--- src/rtl/sertx_pkg.sv ---
package sertx_pkg;

    typedef enum logic [2:0] {
        ST_IDLE,
        ST_START,
        ST_DATA,
        ST_PARITY,
        ST_STOP
    } sertx_state_e;

    typedef enum logic [1:0] {
        PAR_NONE = 2'b00,
        PAR_EVEN = 2'b01,
        PAR_ODD  = 2'b10,
        PAR_RSVD = 2'b11
    } sertx_par_e;

    // Nearest-integer division used to size one bit time.
    function automatic int unsigned div_round(longint unsigned num, longint unsigned den);
        return int'((num + den / 2) / den);
    endfunction

endpackage

--- src/rtl/sertx_baud_timer.sv ---
module sertx_baud_timer #(
    parameter int unsigned CLKS_PER_BIT = 8
) (
    input  logic clk,
    input  logic rst,
    input  logic run,
    output logic bit_end
);
    localparam int unsigned CW = (CLKS_PER_BIT > 1) ? $clog2(CLKS_PER_BIT) : 1;
    localparam logic [CW-1:0] LAST = CW'(CLKS_PER_BIT - 1);

    logic [CW-1:0] cnt_q;

    // Counter restarts whenever the FSM is idle, so a frame starts on any cycle.
    always_ff @(posedge clk) begin
        if (rst || !run) begin
            cnt_q <= '0;
        end else if (cnt_q == LAST) begin
            cnt_q <= '0;
        end else begin
            cnt_q <= cnt_q + 1'b1;
        end
    end

    assign bit_end = run && (cnt_q == LAST);

    // after the last cycle of a bit the count begins again from zero.
    assert_bit_restart_R7: assert property (@(posedge clk) disable iff (rst)
        ($past(bit_end) && run) |-> (cnt_q == '0));

endmodule

--- src/rtl/sertx_shifter.sv ---
module sertx_shifter #(
    parameter int unsigned DATA_W = 8
) (
    input  logic              clk,
    input  logic              rst,
    input  logic              load,
    input  logic              shift,
    input  logic              odd,
    input  logic [DATA_W-1:0] din,
    output logic              lsb,
    output logic              par_bit
);
    logic [DATA_W-1:0] sh_q;
    logic              par_q;

    always_ff @(posedge clk) begin
        if (rst) begin
            sh_q  <= '0;
            par_q <= 1'b0;
        end else if (load) begin
            sh_q  <= din;
            par_q <= (^din) ^ odd;
        end else if (shift) begin
            sh_q  <= sh_q >> 1;
        end
    end

    assign lsb     = sh_q[0];
    assign par_bit = par_q;

    // a word is never captured in the same cycle as a data bit advances.
    assert_load_shift_excl_R3: assert property (@(posedge clk) disable iff (rst)
        !(load && shift));

endmodule

--- src/rtl/sertx_fsm.sv ---
module sertx_fsm
    import sertx_pkg::*;
#(
    parameter int unsigned DATA_W = 8
) (
    input  logic clk,
    input  logic rst,
    input  logic in_valid,
    input  logic bit_end,
    input  logic par_en,
    input  logic stop_two,
    input  logic lsb,
    input  logic par_bit,
    output logic tx,
    output logic in_ready,
    output logic busy,
    output logic load,
    output logic shift
);
    localparam int unsigned IW = (DATA_W > 1) ? $clog2(DATA_W) : 1;
    localparam logic [IW-1:0] LAST_IDX = IW'(DATA_W - 1);

    sertx_state_e  state_q, state_d;
    logic [IW-1:0] idx_q, idx_d;
    logic [IW-1:0] last_stop;

    assign last_stop = stop_two ? IW'(1) : '0;

    // State register
    always_ff @(posedge clk) begin
        if (rst) begin
            state_q <= ST_IDLE;
            idx_q   <= '0;
        end else begin
            state_q <= state_d;
            idx_q   <= idx_d;
        end
    end

    // Next state
    always_comb begin
        state_d = state_q;
        idx_d   = idx_q;
        unique case (state_q)
            ST_IDLE: begin
                if (in_valid) begin
                    state_d = ST_START;
                    idx_d   = '0;
                end
            end
            ST_START: begin
                if (bit_end) state_d = ST_DATA;
            end
            ST_DATA: begin
                if (bit_end) begin
                    if (idx_q == LAST_IDX) begin
                        idx_d   = '0;
                        state_d = par_en ? ST_PARITY : ST_STOP;
                    end else begin
                        idx_d = idx_q + 1'b1;
                    end
                end
            end
            ST_PARITY: begin
                if (bit_end) state_d = ST_STOP;
            end
            ST_STOP: begin
                if (bit_end) begin
                    if (idx_q == last_stop) begin
                        state_d = ST_IDLE;
                    end else begin
                        idx_d = idx_q + 1'b1;
                    end
                end
            end
            default: state_d = ST_IDLE;
        endcase
    end

    // Outputs
    always_comb begin
        tx       = 1'b1;
        in_ready = 1'b0;
        busy     = 1'b1;
        load     = 1'b0;
        shift    = 1'b0;
        unique case (state_q)
            ST_IDLE: begin
                in_ready = 1'b1;
                busy     = 1'b0;
                load     = in_valid;
            end
            ST_START:  tx = 1'b0;
            ST_DATA: begin
                tx    = lsb;
                shift = bit_end;
            end
            ST_PARITY: tx = par_bit;
            ST_STOP:   tx = 1'b1;
            default:   tx = 1'b1;
        endcase
    end

    // acceptance is followed by the start bit and a dropped ready.
    assert_start_after_accept_R2: assert property (@(posedge clk) disable iff (rst)
        (in_valid && in_ready) |=> (!in_ready && !tx));

    // ready only comes back after a full bit time with the line high.
    assert_stop_before_ready_R5: assert property (@(posedge clk) disable iff (rst)
        ($rose(in_ready) && !$past(rst)) |-> ($past(tx) && $past(bit_end)));

endmodule

--- src/rtl/sertx_top.sv ---
module sertx_top
    import sertx_pkg::*;
#(
    parameter int unsigned DATA_W = 8,
    parameter int unsigned CLK_HZ = 125_000_000,
    parameter int unsigned BAUD   = 115_200
) (
    input  logic              clk,
    input  logic              rst,
    input  logic [DATA_W-1:0] in_data,
    input  logic              in_valid,
    output logic              in_ready,
    input  logic [1:0]        par_mode,
    input  logic              stop_two,
    output logic              tx,
    output logic              busy
);
    localparam int unsigned CLKS_PER_BIT = div_round(CLK_HZ, BAUD);

    logic bit_end, load, shift, lsb, par_bit, par_en, odd;

    assign par_en = (par_mode == PAR_EVEN) || (par_mode == PAR_ODD);
    assign odd    = (par_mode == PAR_ODD);

    sertx_baud_timer #(.CLKS_PER_BIT(CLKS_PER_BIT)) u_timer (
        .clk     (clk),
        .rst     (rst),
        .run     (busy),
        .bit_end (bit_end)
    );

    sertx_shifter #(.DATA_W(DATA_W)) u_shift (
        .clk     (clk),
        .rst     (rst),
        .load    (load),
        .shift   (shift),
        .odd     (odd),
        .din     (in_data),
        .lsb     (lsb),
        .par_bit (par_bit)
    );

    sertx_fsm #(.DATA_W(DATA_W)) u_fsm (
        .clk      (clk),
        .rst      (rst),
        .in_valid (in_valid),
        .bit_end  (bit_end),
        .par_en   (par_en),
        .stop_two (stop_two),
        .lsb      (lsb),
        .par_bit  (par_bit),
        .tx       (tx),
        .in_ready (in_ready),
        .busy     (busy),
        .load     (load),
        .shift    (shift)
    );

    // inside a bit time the line level does not move.
    assert_bit_hold_R3: assert property (@(posedge clk) disable iff (rst)
        (busy && !bit_end) |=> $stable(tx));

    // no acceptance is possible while a frame is in progress.
    assert_no_accept_busy_R6: assert property (@(posedge clk) disable iff (rst)
        busy |-> !in_ready);

endmodule

--- config.mk ---
export PLATFORM = sky130hd
export DESIGN_NAME = sertx_top
export DESIGN_NICKNAME = d
export VERILOG_FILES = /design/src/rtl/sertx_pkg.sv /design/src/rtl/sertx_baud_timer.sv /design/src/rtl/sertx_shifter.sv /design/src/rtl/sertx_fsm.sv /design/src/rtl/sertx_top.sv
export SDC_FILE = /design/constraint.sdc
export NUM_CORES = 1
export LEC_CHECK = 0
export BUFFER_PORTS_ARGS = -buffer_cell sky130_fd_sc_hd__buf_4
export CORE_MARGIN = 2
export CORE_UTILIZATION = 40
export CTS_BUF_LIST = sky130_fd_sc_hd__clkbuf_2
export DETAILED_ROUTE_END_ITERATION = 10
export GPL_ROUTABILITY_DRIVEN = 1
export GPL_TIMING_DRIVEN = 0
export HOLD_SLACK_MARGIN = 0.06
export PLACE_DENSITY_LB_ADDON = 0.2
export SETUP_SLACK_MARGIN = 0.2
export SYNTH_ARGS = -nofsm -noshare
export SYNTH_HDL_FRONTEND = slang
export SYNTH_SLANG_ARGS = --single-unit
--- constraint.sdc ---
create_clock -name clk -period 4.75 [get_ports clk]
set_input_delay 0.2375 -clock clk [delete_from_list [all_inputs] [get_ports clk]]
set_output_delay 0.2375 -clock clk [all_outputs]
set_load 0.05 [all_outputs]
---- Yosys cells after proc, flatten, opt, wreduce, memory -nomap -nowiden ----
Cells that the tools add are included.
cells by class
  reduce and logical (&&, ||, !) cells .... 10
  muxes and demuxes ....................... 23
  order comparisons ....................... 0
  add/sub/neg operators ................... 2
  eq/ne operators ......................... 17
  shift operators ......................... 0
  div/mod/pow operators ................... 0
  multiply operators ...................... 0
  bitwise gates (word level) .............. 1
operators with widths
  kind                     count
  $mux W3                  13
  $mux W8                  2
  $pmux W3 S5              1
  $ne A2 B1 Y1 const B     6
  $add A11 B1 Y11 const B  1
  $eq A11 B11 Y1 const B   1
  $pmux W3 S3              1
  $reduce_xor A8 Y1        1
  $reduce_and A7 Y1        1
  $eq A3 B2 Y1 const B     2
  $eq A3 B3 Y1 const B     2
  $mux W1                  5
  $reduce_and A5 Y1        1
  $ne A2 B2 Y1 const B     2
  $add A3 B1 Y3 const B    1
  $eq A3 B1 Y1 const B     1
  $eq A3 B3 Y1             1
  $logic_not A3 Y1         1
  $pmux W1 S3              1
  $reduce_bool A3 Y1       1
  $eq A2 B1 Y1 const B     1
  $eq A2 B2 Y1 const B     1
  $logic_or A1 B1 Y1       2
  $reduce_bool A2 Y1       1
  other kinds (3)          3
word-level totals
  ROM bits ................................ 0
  latch bits .............................. 0
  memories kept ........................... 0
  bits in registers ....................... 26
  RAM bits ................................ 0
  output and inout port bits .............. 3

---- Longest topological paths before layout ----
Gate-level depths: netlist of run 1.
  depth in word-level cells ............... 6
  gate-level depth with buffers ........... 7
  depth with buffers taken out ............ 6

---- Hierarchy ----
From an unflattened synthesis of run 1, not the netlist that was laid out.
second synthesis, totals
  cells, all modules ...................... 176
  area, all modules ....................... 1529.0 µm²
modules (own cells, without submodules)
  module            times used  seq. area each (µm²)  cells an instance  area each (µm²)
  sertx_baud_timer  1           220.2                 62                 578.1
  sertx_shifter     1           180.2                 55                 470.5
  sertx_fsm         1           120.1                 56                 460.4
  sertx_top         1           0.0                   3                  20.0

---- Least setup slack after synthesis of run 1 ----
No wires, ideal clock.
  path type ............................... register to register
  start ................................... register u_fsm.state_q[1]
  end ..................................... register u_fsm.idx_q[0]
  data required time ...................... 4.625 ns
  arrival time ............................ 2.185 ns
  cell stages (with the launch flop) ...... 7
  buffers on the path ..................... 1
  period minus slack after synthesis ...... 2.311 ns
  setup slack ............................. 2.439 ns
  library setup time ...................... 0.125 ns
  path through ............................ dfxtp_1 > buf_2 > nor3_2 > inv_1 > nor2_1 > nor3_4 > mux2i_1
between the ends
  word-level cells in the longest chain between the ends .. 5
  elaborated cells on any way between the ends .. 12
ends and longest elaborated chain
  element                          line                    source
  from (decl)                      sertx_fsm.sv:23         sertx_state_e state_q, state_d;
  from (signal assigned)           sertx_fsm.sv:35         state_q <= state_d;
  $logic_not A3 Y1 (*)             sertx_fsm.sv:87         unique case (state_q)
  $mux W1 (*)                      sertx_fsm.sv:87
  named net busy                   sertx_top.sv:16         output logic busy
  $logic_and A1 B1 Y1 (*)          sertx_baud_timer.sv:25  assign bit_end = run && (cnt_q == LAST);
  $ne A2 B1 Y1 (no line)           n/a
  $reduce_and A5 Y1 (no line) (*)  n/a
  to (signal assigned)             sertx_fsm.sv:36         idx_q <= idx_d;
  to (decl)                        sertx_fsm.sv:24         logic [IW-1:0] idx_q, idx_d;
The timed path passes the listed nets; every way through them passes the cells marked *.
A chain may end at the register's enable or synchronous reset.

---- Final worst setup path of run 1 ----
  start ................................... register u_fsm.state_q[0]
  end ..................................... output tx
between the ends
  word-level cells in the longest chain between the ends .. 2
  elaborated cells on any way between the ends .. 4
ends and longest elaborated chain
  element                                              line             source
  $eq A3 B2 Y1 / $eq A3 B1 Y1 (equally long branches)  sertx_fsm.sv:87
  $pmux W1 S3 (*)                                      sertx_fsm.sv:87
  to (decl)                                            sertx_top.sv:15  output logic tx,
Mark *: on every way between the ends. The rest lies on a longest branch, timed or not.

==> impl_metrics.tcl, run 1 <==
set metrics [dict create \
    crit_required_ns 4.51 \
    insertion_delay_ns 0.35 \
    hpwlAfterDp_um 1920 \
    postCtsSetupRepairBufs 0 \
    grt_pass1_wl_um 4500 \
    asyncSetResetFlopFracSynth 0 \
    fin_crit_ns 1.97 \
    die_y_um 63.5 \
    rsz0062_at_grt "false" \
    num_vias 1082 \
    syn_nets 170 \
    ant_nets 0 \
    fin_nets 190 \
    fmax_mhz 506 \
    final_common_cell "dfxtp_1" \
    slew_headroom 0.690 \
    root_buffer "clkbuf_2" \
    synth_edf_count 0 \
    cts_tree "yes" \
    setup_viol 0 \
    synth-seq-area-share 0.368 \
    utilization 0.484 \
    syn2layout_area_growth_pct 15.2 \
    drv_slew 0 \
    clkTransAtPathRegs_ns 0.25 \
    detail_route.iter0.violations 38 \
    criticalPathCategory "flop to output pin" \
    port-buffer-count 15 \
    synth.avg_cell_area_um2 9.36 \
    wl_per_cell_um 11.4 \
    antenna_found_initial 0 \
    core_mm2 0.00336 \
    cap_viol_max_count 0 \
    place_congestion 0.801 \
    cp-end-kind "output pin" \
    netlist_instances 151 \
    synth.distinct_cells 37 \
    crit_fanout 10 \
    finalHoldViolCount 0 \
    yosysWarnings 0 \
    routed_wl_um 2470 \
    drc_errors 0 \
    setup_tns_ns 0 \
    peakVddDrop_mv 0.143 \
    worstPathArrival_ns 1.74 \
    grt_max_degree 16 \
    drive_gt1_frac 0.200 \
    cts_buffers 3 \
    ys.flop_type "dfxtp_1" \
    dr.pass1.iters 4 \
    grt_pass1_vias 1071 \
    clock_skew_ns 0.00742 \
    rows 21 \
    dieArea_mm2 0.00403 \
    clock-sinks 26 \
    min_path_type "input port to flop" \
    track_usage 0.139 \
    fp.dieW_um 63.5 \
    start_kind "flop" \
    via_per_inst 5.01 \
    power_density_mw_per_mm2 270 \
    cts_hold_buf 0 \
    syn-cell-area_mm2 0.00141 \
    cts_resized 0 \
    ys_ff_latch 26 \
    clock_tree.buffer_depth 2 \
    status "finished, final reports clean" \
    power.leakage_nw 0.671 \
    start_util 0.420 \
    pin_count 17 \
    tightest_slew_ns 0.465 \
    htree_num_levels 1 \
    grt-ovfl-total 0 \
    power_mw 0.440 \
    fin_crit_sh 0.416 \
    num_antenna_cells 0 \
    final_cell_mix "26 x dfxtp_1, 23 x nor2_1, 15 x buf_4, 10 x mux2i_1, 10 x nand3_1" \
]
-- through the flow --
step	cells	hold slack (ns)	cell area, um^2	setup WS [ns]
finish	216	0.129	1630	2.78
global route	216	0.108	1630	2.64
CTS	216	0.113	1630	2.75
detailed placement	212	0.455	1580	3.08
floorplan	151	0.385	1410	2.44
global placement	212	0.448	1580	3.10
-- sequential cells by signal (all words and copies together) (netlist names) --
| name | flops |
|---|---|
| u_timer.cnt_q | 11 |
| u_shift.sh_q | 8 |
| u_fsm.idx_q | 3 |
| u_fsm.state_q | 3 |
| u_shift.par_bit | 1 |
-- final timing paths --
kind,cells past startpoint,endpoint,slack (ns),startpoint
worst max-delay path,4,tx,2.78,u_fsm.state_q[0]
worst min-delay path,2,u_shift.sh_q[4],0.13,rst
worst max register to register,6,u_shift.sh_q[6],3.06,u_timer.cnt_q[7]
worst min register to register,2,u_shift.par_bit,0.48,u_shift.par_bit
-- layer usage --
metal | wire length, um | vias up | global-route usage
met3 | 86 | 2 | 0.0268
met4 | 18 | 0 | 0.0489
met2 | 1200 | 13 | 0.236
met1 | 1170 | 499 | 0.176
met5 | 0 | - | 0
li1 | - | 568 | -
-- cells by family after synthesis --
| family | count (synthesis) | share of synthesized area |
|---|---|---|
| xor+xnor | 17 | 0.115 |
| fa+ha+maj | 5 | 0.0442 |
| buf+inv | 14 | 0.0504 |
| simple gates | 58 | 0.242 |
| compound gates | 21 | 0.110 |
| flops | 26 | 0.368 |
| mux | 10 | 0.0708 |
-- cell type report --
| class | count | area, um^2 |
|---|---|---|
| fillers | 344 | 1730 |
| multi-input cells | 111 | 822 |
| clock buffers | 3 | 15.0 |
| clock inverters | 1 | 30.0 |
| inverters | 7 | 26.3 |
| plain buffers | 7 | 45.0 |
| well taps | 46 | 57.6 |
| repair buffers | 15 | 113 |
| flip-flops and latches | 26 | 520 |
-- where the power goes --
part	switching, mW	total, mW	internal [mW]	leakage, nW
sequential	0.00457	0.231	0.227	0.212
clock	0.0675	0.140	0.0724	0.0266
combinational	0.0358	0.0691	0.0333	0.433
-- worst max-delay path, cell delays in order, from the launching register on --
cell	delay [ns]
dfxtp_1	0.41
clkbuf_1	0.39
a21oi_1	0.08
a311o_1	0.33
buf_4	0.19
-- synth_stat cells, types with 2 or more instances --
cell type | instances | area, um^2
ha_1 | 5 | 62.6
clkbuf_1 | 2 | 7.51
nand3_1 | 10 | 50.1
buf_6 | 2 | 22.5
buf_2 | 2 | 10.0
inv_1 | 7 | 26.3
nand2_1 | 4 | 15.0
a21oi_1 | 6 | 30.0
a211oi_1 | 8 | 60.1
or3_1 | 2 | 12.5
dfxtp_1 | 26 | 521
mux2i_1 | 10 | 100
nor2_1 | 23 | 86.3
xor2_1 | 8 | 70.1
xnor2_1 | 8 | 70.1
and4_1 | 2 | 17.5
nand2b_1 | 5 | 31.3
o21ai_0 | 2 | 10.0
No activity file was read; power rests on OpenSTA's default activity.
==> inputs of run 2 (changes only) <==
Settings changed: ABC_AREA from default to 1.
Clock period 4.75 ns to 1.8 ns, I/O delays scaled along.
==> impl_metrics.tcl, run 2 <==
set metrics [dict create \
    antenna_found_initial 0 \
    synth_top_cells_by_count "68 x nand2_1, 33 x nor2_1, 32 x inv_1" \
    rows 23 \
    synth_edf_count 0 \
    power.leakage_nw 0.918 \
    wl_per_cell_um 9.84 \
    synth.avg_cell_area_um2 6.65 \
    fin_ws_ns 0.307 \
    final_common_cell "nand2_1" \
    clkTransAtPathRegs_ns 0.25 \
    final_cell_mix "68 x nand2_1, 32 x nor2_1, 31 x inv_1, 22 x dfxtp_1, 21 x nand3_1" \
    drive_gt1_frac 0.232 \
    cts_buffers 3 \
    yosysMostFrequentCell "nand2_1" \
    criticalPathCategory "flop to output pin" \
    syn2layout_area_growth_pct 21.4 \
    insertion_delay_ns 0.36 \
    cts_tree "yes" \
    status "finished, final reports clean" \
    syn-cell-area_mm2 0.00163 \
    routed_wl_um 3170 \
    ys.flop_type "dfxtp_1" \
    ys_ff_latch 26 \
    yosysWarnings 0 \
    min_path_type "input port to flop" \
    power_density_mw_per_mm2 1450 \
    fmax_mhz 670 \
    grt_pass1_vias 1288 \
    synthTopCellsByArea "dfxtp_1 32%, nand2_1 16%, nor2_1 7.6%" \
    clock_tree.buffer_depth 2 \
    fin_crit_ns 1.49 \
    ant_nets 0 \
    die_y_um 67.8 \
    dp_slack_ns 0.244 \
    reg_top3 "u_timer.cnt_q: 11 flops, u_shift.sh_q: 8 flops" \
    via_per_inst 4.64 \
    peakVddDrop_mv 1.35 \
    synth_top_area_share 0.320 \
    dr.pass1.iters 4 \
    detail_route.iter0.violations 58 \
    setup_viol 0 \
    slew_headroom 0.797 \
    clock_skew_ns 0.0123 \
    p_int_mw 1.54 \
    num_antenna_cells 0 \
    asyncSetResetFlopFracSynth 0 \
    worstPathArrival_ns 1.40 \
    netlist_instances 245 \
    fin_crit_sh 0.830 \
    seq_power_share 0.286 \
    cp-end-kind "output pin" \
    synth_top_area_cell "dfxtp_1" \
    cap_viol_max_count 0 \
    grt_max_degree 16 \
    htree_num_levels 1 \
    core_mm2 0.00397 \
    p_sw_frac 0.462 \
    place_congestion 0.792 \
    port-buffer-count 15 \
    finalHoldViolCount 0 \
    pin_count 17 \
    power_frac_clock 0.131 \
    crit_fanout 7 \
    drc_errors 0 \
    clock-sinks 26 \
    drv_slew 0 \
    synth-seq-area-share 0.320 \
    grt-ovfl-total 0 \
    fp.dieW_um 67.8 \
    synth.distinct_cells 31 \
    track_usage 0.154 \
    root_buffer "clkbuf_2" \
    start_util 0.410 \
    syn_nets 264 \
    num_vias 1494 \
    hpwlAfterDp_um 2360 \
    combPwrFrac 0.583 \
    crit_required_ns 1.71 \
    p_sw_mw 1.32 \
    setup_tns_ns 0 \
    ff2ff_setup_slack_ns 0.32 \
    fin_nets 292 \
    start_kind "flop" \
    rsz0062_at_grt "true" \
    largest_register "u_timer.cnt_q" \
    fillers 403 \
    dieArea_mm2 0.00460 \
    grt_pass1_wl_um 5530 \
    largest_reg_flops 11 \
    tightest_slew_ns 0.304 \
]
-- run 2: cell count changes after synthesis, moves of 5 or more --
cell and delta:
nand2_1 +64, nor2_1 +10, mux2i_1 -10, xnor2_1 -5, nand2b_1 -5, a21oi_2 +6, nand3_1 +12, inv_1 +25
xor2_1 -5, o21ai_1 +6, a211oi_1 -8
-- run 2: layer usage --
metal  up-vias  share of wire  track usage
met5         -              0            0
met4         0         0.0085       0.0450
li1        829              -            -
met3         2          0.026       0.0263
met2        16           0.46        0.241
met1       647           0.51        0.217
-- run 2: cell families (layout without fill, tap and decap cells) --
| kind of cell | count (synthesis) | count (layout) | share of synthesized area |
|---|---|---|---|
| xor gates and xnor gates | 6 | 6 | 0.0323 |
| AOI/OAI and AO/OA | 27 | 27 | 0.104 |
| buffers and inverters | 39 | 66 | 0.101 |
| and+or+nand+nor | 142 | 142 | 0.405 |
| adders and majority gates | 5 | 5 | 0.0384 |
| DFF | 26 | 26 | 0.320 |
-- run 2: worst max-delay path, cell delays in order, from the launching register on --
cell        delay (ns)
dfxtp_2           0.43
nor2_4            0.14
inv_2             0.05
nor2_4            0.13
clkinvlp_4        0.13
buf_6             0.16
-- run 2: power by group through the flow --
| stage | clock network, mW | registers, mW | logic, mW |
|---|---|---|---|
| 2_1_floorplan | 0 | 0.801 | 1.21 |
| 3_3_place_gp | 0 | 0.826 | 1.51 |
| 3_5_place_dp | 0 | 0.826 | 1.51 |
| 4_1_cts | 0.388 | 0.818 | 1.56 |
| 5_1_grt | 0.412 | 0.837 | 1.89 |
| 6_report | 0.374 | 0.820 | 1.67 |
-- run 2: path summary, 6_finish.rpt --
path | to | from | cells after the start
setup / recovery | busy | u_fsm.state_q[1] | 5
hold / removal | u_shift.sh_q[4] | in_data[4] | 5
setup reg to reg | u_shift.sh_q[0] | u_fsm.state_q[1] | 9
hold reg to reg | u_shift.sh_q[7] | u_shift.sh_q[7] | 2
-- run 2: layout make-up --
class / instances / area (um^2) / share of cell area
Buffer: 4 / 38.8 / 0.0196
Sequential cell: 26 / 528 / 0.267
Multi-Input combinational cell: 180 / 970 / 0.491
Clock inverter: 1 / 30.0 / 0.0152
Tap cell: 50 / 62.6 / 0.0316
Timing Repair Buffer: 23 / 198 / 0.100
Clock buffer: 3 / 15.0 / 0.00759
Inverter: 35 / 135 / 0.0684
-- run 2: through the flow --
step	power, mW	std cells	utilization	cell area, um^2	hold WS, ns
final	2.86	322	0.498	1980	0.0736
after CTS	2.76	317	0.478	1900	0.0624
after global placement	2.33	310	0.459	1820	0.386
after global routing	3.14	322	0.498	1980	0.0809
after detailed placement	2.34	310	0.459	1820	0.398
after floorplan	2.01	245	-	1650	0.237
-- run 2: what timing repair did --
action / in CTS / in global routing
gates resized for setup: 1 / 9
setup buffers: 1 / 5
pin swaps: 1 / 4
hold buffers: 2 / 0
endpoints found under the hold margin: 8 / 0
setup endpoints to repair: 2 / 13
